### src/rtl/rhp_pkg.sv
package rhp_pkg;
  typedef enum logic [2:0] {
    SQ_ACTIVE,
    SQ_SUSP,
    SQ_RDRV,
    SQ_REOP,
    SQ_RSYNC,
    SQ_RESET
  } seq_st_e;

  localparam int unsigned B_SUSP   = 0;
  localparam int unsigned B_OC     = 1;
  localparam int unsigned B_RESUME = 2;
  localparam int unsigned B_RESET  = 4;
  localparam int unsigned CHG_LO   = 18;
  localparam int unsigned NCHG     = 3;
  // index inside the change-flag vector
  localparam int unsigned C_SUSP   = 0;
  localparam int unsigned C_OC     = 1;
  localparam int unsigned C_RESET  = 2;
endpackage

### src/rtl/rhp_oc_sync.sv
module rhp_oc_sync (
  input  logic clk,
  input  logic rst_n,
  input  logic oc_in,
  output logic oc_stat,
  output logic oc_chg
);
  logic oc_q;

  always_ff @(posedge clk) begin
    if (!rst_n) oc_q <= 1'b0;
    else        oc_q <= oc_in;
  end

  assign oc_stat = oc_q;
  assign oc_chg  = oc_in ^ oc_q;
endmodule

### src/rtl/rhp_seq.sv
module rhp_seq import rhp_pkg::*; #(
  parameter int unsigned RST_MS   = 10,
  parameter int unsigned RES_MS   = 20,
  parameter int unsigned SYNC_MS  = 3,
  parameter int unsigned EOP_CLKS = 4
) (
  input  logic clk,
  input  logic rst_n,
  input  logic ms_tick,
  input  logic req_reset,
  input  logic req_susp,
  input  logic req_resume,
  output logic st_susp,
  output logic st_resume,
  output logic st_reset,
  output logic reset_done,
  output logic resume_done
);
  localparam int unsigned M1   = (RST_MS > RES_MS) ? RST_MS : RES_MS;
  localparam int unsigned M2   = (M1 > SYNC_MS) ? M1 : SYNC_MS;
  localparam int unsigned MAXN = (M2 > EOP_CLKS) ? M2 : EOP_CLKS;
  localparam int unsigned CW   = $clog2(MAXN + 1);

  seq_st_e st_q, st_d;
  logic [CW-1:0] cnt_q, cnt_d, lim;
  logic step, last;

  // each timed phase picks its length and its step source
  always_comb begin
    lim  = '0;
    step = 1'b0;
    case (st_q)
      SQ_RDRV:  begin lim = CW'(RES_MS - 1);   step = ms_tick; end
      SQ_REOP:  begin lim = CW'(EOP_CLKS - 1); step = 1'b1;    end
      SQ_RSYNC: begin lim = CW'(SYNC_MS - 1);  step = ms_tick; end
      SQ_RESET: begin lim = CW'(RST_MS - 1);   step = ms_tick; end
      default:  ;
    endcase
  end

  assign last = step && (cnt_q == lim);

  always_comb begin
    st_d  = st_q;
    cnt_d = cnt_q;
    if (step) cnt_d = last ? '0 : cnt_q + 1'b1;
    case (st_q)
      SQ_ACTIVE: if (req_susp) st_d = SQ_SUSP;
      SQ_SUSP:   if (req_resume) begin st_d = SQ_RDRV; cnt_d = '0; end
      SQ_RDRV:   if (last) st_d = SQ_REOP;
      SQ_REOP:   if (last) st_d = SQ_RSYNC;
      SQ_RSYNC:  if (last) st_d = SQ_ACTIVE;
      SQ_RESET:  if (last) st_d = SQ_ACTIVE;
      default:   st_d = SQ_ACTIVE;
    endcase
    // reset request overrides everything, aborting a resume
    if (req_reset && st_q != SQ_RESET) begin
      st_d  = SQ_RESET;
      cnt_d = '0;
    end
  end

  always_ff @(posedge clk) begin
    if (!rst_n) begin
      st_q  <= SQ_ACTIVE;
      cnt_q <= '0;
    end else begin
      st_q  <= st_d;
      cnt_q <= cnt_d;
    end
  end

  assign st_resume   = (st_q == SQ_RDRV) || (st_q == SQ_REOP) || (st_q == SQ_RSYNC);
  assign st_susp     = (st_q == SQ_SUSP) || st_resume;
  assign st_reset    = (st_q == SQ_RESET);
  assign reset_done  = (st_q == SQ_RESET) && last;
  assign resume_done = (st_q == SQ_RSYNC) && last && !req_reset;

  p_reset_hold_r3: assert property (@(posedge clk) disable iff (!rst_n)
    (st_q == SQ_RESET && !ms_tick) |=> (st_q == SQ_RESET));

  p_resume_order_r5: assert property (@(posedge clk) disable iff (!rst_n)
    (st_q == SQ_RSYNC) |-> ($past(st_q) == SQ_REOP || $past(st_q) == SQ_RSYNC));

  p_eop_from_drive_r5: assert property (@(posedge clk) disable iff (!rst_n)
    (st_q == SQ_REOP) |-> ($past(st_q) == SQ_RDRV || $past(st_q) == SQ_REOP));

  p_abort_resume_r11: assert property (@(posedge clk) disable iff (!rst_n)
    (req_reset && st_resume) |=> (st_q == SQ_RESET));
endmodule

### src/rtl/rhp_chg_flags.sv
module rhp_chg_flags #(
  parameter int unsigned N = 3
) (
  input  logic         clk,
  input  logic         rst_n,
  input  logic [N-1:0] set_i,
  input  logic [N-1:0] wipe_i,
  input  logic         wr_i,
  input  logic [N-1:0] wmask_i,
  input  logic         busy_i,
  output logic [N-1:0] flags_o
);
  logic [N-1:0] flags_q, flags_d, pend_q, pend_d, req, clr;

  assign req    = wr_i ? wmask_i : '0;
  assign clr    = busy_i ? '0 : (pend_q | req);
  assign pend_d = busy_i ? (pend_q | req) : '0;

  // sets beat both software clears and wipes
  always_comb begin
    for (int k = 0; k < int'(N); k++)
      flags_d[k] = set_i[k] | (flags_q[k] & ~clr[k] & ~wipe_i[k]);
  end

  always_ff @(posedge clk) begin
    if (!rst_n) begin
      flags_q <= '0;
      pend_q  <= '0;
    end else begin
      flags_q <= flags_d;
      pend_q  <= pend_d;
    end
  end

  assign flags_o = flags_q;

  p_set_wins_r10: assert property (@(posedge clk) disable iff (!rst_n)
    (set_i != '0) |=> ((flags_o & $past(set_i)) == $past(set_i)));

  p_busy_hold_r8: assert property (@(posedge clk) disable iff (!rst_n)
    (busy_i && wipe_i == '0) |=> ((flags_o & $past(flags_o)) == $past(flags_o)));

  p_wipe_r6: assert property (@(posedge clk) disable iff (!rst_n)
    (wipe_i != '0) |=> ((flags_o & $past(wipe_i & ~set_i)) == '0));

  p_merge_r9: assert property (@(posedge clk) disable iff (!rst_n)
    (!busy_i && $past(busy_i) && set_i == '0) |=> ((flags_o & $past(pend_q)) == '0));
endmodule

### src/rtl/rhp_port_status.sv
module rhp_port_status import rhp_pkg::*; #(
  parameter int unsigned RST_MS   = 10,
  parameter int unsigned RES_MS   = 20,
  parameter int unsigned SYNC_MS  = 3,
  parameter int unsigned EOP_CLKS = 4
) (
  input  logic        clk,
  input  logic        rst_n,
  input  logic        wr_en,
  input  logic [31:0] wdata,
  output logic [31:0] rdata,
  input  logic        txn_busy,
  input  logic        oc_in,
  input  logic        ms_tick
);
  logic oc_stat, oc_chg;
  logic st_susp, st_resume, st_reset, reset_done, resume_done;
  logic [NCHG-1:0] set_v, wipe_v, chg;

  rhp_oc_sync u_oc (
    .clk(clk), .rst_n(rst_n), .oc_in(oc_in),
    .oc_stat(oc_stat), .oc_chg(oc_chg)
  );

  rhp_seq #(
    .RST_MS(RST_MS), .RES_MS(RES_MS), .SYNC_MS(SYNC_MS), .EOP_CLKS(EOP_CLKS)
  ) u_seq (
    .clk(clk), .rst_n(rst_n), .ms_tick(ms_tick),
    .req_reset(wr_en & wdata[B_RESET]),
    .req_susp(wr_en & wdata[B_SUSP]),
    .req_resume(wr_en & wdata[B_RESUME]),
    .st_susp(st_susp), .st_resume(st_resume), .st_reset(st_reset),
    .reset_done(reset_done), .resume_done(resume_done)
  );

  always_comb begin
    set_v           = '0;
    set_v[C_RESET]  = reset_done;
    set_v[C_OC]     = oc_chg;
    set_v[C_SUSP]   = resume_done;
    wipe_v          = '0;
    wipe_v[C_SUSP]  = reset_done;
  end

  rhp_chg_flags #(.N(NCHG)) u_chg (
    .clk(clk), .rst_n(rst_n), .set_i(set_v), .wipe_i(wipe_v),
    .wr_i(wr_en), .wmask_i(wdata[CHG_LO +: NCHG]), .busy_i(txn_busy),
    .flags_o(chg)
  );

  always_comb begin
    rdata                   = '0;
    rdata[B_SUSP]           = st_susp;
    rdata[B_OC]             = oc_stat;
    rdata[B_RESUME]         = st_resume;
    rdata[B_RESET]          = st_reset;
    rdata[CHG_LO +: NCHG]   = chg;
  end

  p_oc_change_r4: assert property (@(posedge clk) disable iff (!rst_n)
    (oc_stat != $past(oc_stat)) |-> chg[C_OC]);

  p_reset_done_r3: assert property (@(posedge clk) disable iff (!rst_n)
    ($fell(st_reset) && !$past(wr_en && wdata[B_RESET])) |-> chg[C_RESET]);
endmodule

### config.mk
export PLATFORM = sky130hd
export DESIGN_NAME = rhp_port_status
export DESIGN_NICKNAME = d
export VERILOG_FILES = /design/src/rtl/rhp_pkg.sv /design/src/rtl/rhp_oc_sync.sv /design/src/rtl/rhp_seq.sv /design/src/rtl/rhp_chg_flags.sv /design/src/rtl/rhp_port_status.sv
export SDC_FILE = /design/constraint.sdc
export NUM_CORES = 1
export LEC_CHECK = 0
export ABC_AREA = 0
export BUFFER_PORTS_ARGS = -buffer_cell sky130_fd_sc_hd__buf_2
export CORE_ASPECT_RATIO = 0.7
export CORE_MARGIN = 2
export CORE_UTILIZATION = 38
export CTS_CLUSTER_SIZE = 24
export DETAILED_ROUTE_END_ITERATION = 16
export PLACE_DENSITY = 0.87
export SETUP_SLACK_MARGIN = 0.15
export SLEW_MARGIN = 20
export SYNTH_ARGS = -nofsm -noshare
export SYNTH_HDL_FRONTEND = slang
export SYNTH_SLANG_ARGS = --single-unit
### constraint.sdc
create_clock -name clk -period 1.7 [get_ports clk]
set_input_delay 0.17 -clock clk [delete_from_list [all_inputs] [get_ports clk]]
set_output_delay 0.17 -clock clk [all_outputs]
set_load 0.1 [all_outputs]
==> qor.yml <==
grt_max_degree: 10
drc: 0
postPlaceCellArea_um2: 1170
cp-end-kind: "flop"
avgSynthCellArea_um2: 7.73
drive_gt1_frac: 0.317
drv_slew: 0
cts_max_level: 1
grt_pass1_vias: 738
fin_nets: 201
fmax_mhz: 627
antenna_left: 0
ys_types: 39
place_ws_ns: 0.0603
max_cap_viol_count: 0
use_met1: 0.194
setup_violations: 0
cts.sinks: 15
synth_top_family_by_area: "buffers and inverters"
drt-initial-drc-count: 49
fin_area_um2: 1290
ctsHoldBuffers: 0
tritoncts: "yes"
cts_buffer_depth: 2
p_leak_nw: 0.549
synth-xor-area-share: 0.0489
slowest_delay_ns: 0.36
fin_ws_ns: 0.104
hp-class: "in -> reg"
ios: 70
synth_common_cells: "30 x buf_4, 15 x dfxtp_1, 13 x nand2_1"
yosysMostFrequentCell: "buf_4"
post_synth_mux_area_share: 0
path_clk_slew_ns: 0.06
ys_seq_area_frac: 0.279
start_util: 0.392
path_max_fanout: 6
synth_top_area_cell: "dfxtp_1"
p_total_mw: 1.20
finalCritPeriodShare: 0.939
routed_via_density: 4.73
die_w_um: 67.6
powerDensity_nw_per_um2: 929
dr.pass1.iters: 4
fillerInstances: 266
routedWlPerCell_um: 11.1
core-area_um2: 2740
diodes: 0
met2_usage: 0.170
cts_made_buffers: 3
syn-cell-area_um2: 1070
syn-instance-count: 139
totalWireLength_mm: 2.20
tns_ns: 0
yosys.area_share.adder: 0.0116
cp_cell_sequence: "and2b_2, nand3_2, a21oi_2, buf_4, nand4_1, a31oi_4, o21a_1"
place_congestion: 0.826
fin_crit_ns: 1.60
grt_antenna_before_repair: 0
critPathKind: "reg -> reg"
instances_no_fill: 197
clock_skew_ns: 0.00279
grt-ovfl-total: 0
use_met3: 0.0372
ys_warn_count: 0
status: "finished, final reports clean"
critPathRequiredTime_ns: 1.89
synth_compound_gate_area_share: 0.182
synth-edff-count: 0
cts_root_buf: "clkbuf_8"
synth-simple-area-share: 0.218
numPortBuffers: 18
grt_usage: 0.126
area_growth_pct: 20.1
ys.flop_type: "dfxtp_1"
dieHeight_um: 48.5
synth_async_sr_flop_share: 0
cp-start-kind: "flop"
synth_seq_cells: 15
arrival_ns: 1.78
rsz0062_at_grt: "true"
die_area_um2: 3280
synth_top_area_frac: 0.279
grt_most_used_layer: "met1"
clk_latency_ns: 0.25
placedCellCount: 192
rows: 16
hold_viol_final: 0
grt_pass1_wl_mm: 3.23
ys_top_cells_by_area: "dfxtp_1 28%, buf_4 21%, nand2_1 4.5%"
crit_slowest_cell: "dfxtp_4"
ir_drop_mv: 0.484
hpwl_mm: 1.66
vias: 931
final timing paths:
check,endpoint,slack [ns],depth (start not counted),startpoint
min reg2reg,u_chg.pend_q[0]$_SDFF_PN0_,0.46,2,u_chg.pend_q[0]$_SDFF_PN0_
max reg2reg,u_seq.st_q[0]$_SDFFE_PN0P_,0.10,7,u_seq.st_q[1]$_SDFFE_PP0P_
min,u_oc.oc_stat$_SDFF_PN0_,0.15,2,oc_in
max,u_seq.st_q[0]$_SDFFE_PN0P_,0.10,7,u_seq.st_q[1]$_SDFFE_PP0P_
power by group:
group,internal [mW],switching [mW],leakage [nW],total (mW)
clock network,0.166,0.126,0.0228,0.292
logic,0.105,0.420,0.403,0.526
registers,0.365,0.0169,0.124,0.382
what timing repair did:
action / CTS / global route
endpoints found under the hold margin: 0 / 0
buffers inserted: 0 / 1
endpoints found under the setup margin: 8 / 10
resized for setup: 5 / 12
pin swaps: 0 / 11
final cells by class:
class / instances / area [um^2] / area share
Clock buffer: 4 / 45.0 / 0.0349
Sequential cell: 15 / 307 / 0.237
Timing Repair Buffer: 29 / 218 / 0.169
Inverter: 6 / 22.5 / 0.0174
Tap cell: 36 / 45.0 / 0.0349
Multi-Input combinational cell: 107 / 654 / 0.507
state kept, by name, summed over array words and instances (netlist names):
register,count
u_oc.oc_stat,1
u_chg.pend_q,3
u_seq.st_q,3
u_chg.flags_o,3
u_seq.cnt_q,5
logic make-up (layout without fill, tap and decap cells):
group / Yosys count / count (layout)
buffers and inverters: 41 / 39
adders and majority gates: 1 / 1
AOI/OAI and AO/OA: 28 / 28
xor gates and xnor gates: 6 / 6
other: 1 / 25
DFF: 15 / 15
and+or+nand+nor: 47 / 47
layer usage:
metal / routed length [um] / share of wire
met5: 0 / 0
met4: 19 / 0.0087
met1: 1010 / 0.46
met2: 1050 / 0.48
met3: 121 / 0.055
critical path, delay by kind of cell (launching register included):
| kind | cells | cell delay [ns] |
|---|---|---|
| and+or+nand+nor | 3 | 0.48 |
| buffers and inverters | 1 | 0.15 |
| DFF | 1 | 0.36 |
| AOI/OAI and AO/OA | 3 | 0.55 |
per-stage QoR:
step | hold slack (ns) | utilization
floorplan | 0.288 | -
global placement | 0.402 | 0.427
detailed placement | 0.407 | 0.427
CTS | 0.151 | 0.445
global route | 0.167 | 0.471
finish | 0.151 | 0.471
cell usage in the layout, fill, tap and decap left out, types with 2 or more instances in the layout:
master and instances:
a21oi_1 7, and2_1 2, buf_12 3, buf_2 15
buf_4 11, clkbuf_8 3, conb_1 25, dfxtp_1 12
dfxtp_2 2, inv_1 4, inv_2 2, nand2_1 13
nand3_1 5, nand4_1 4, nor2_1 10, nor3_1 3
o21a_1 2, o21ai_0 3, o21ai_1 3, xnor2_1 4
(Power assumes the default switching activity.)
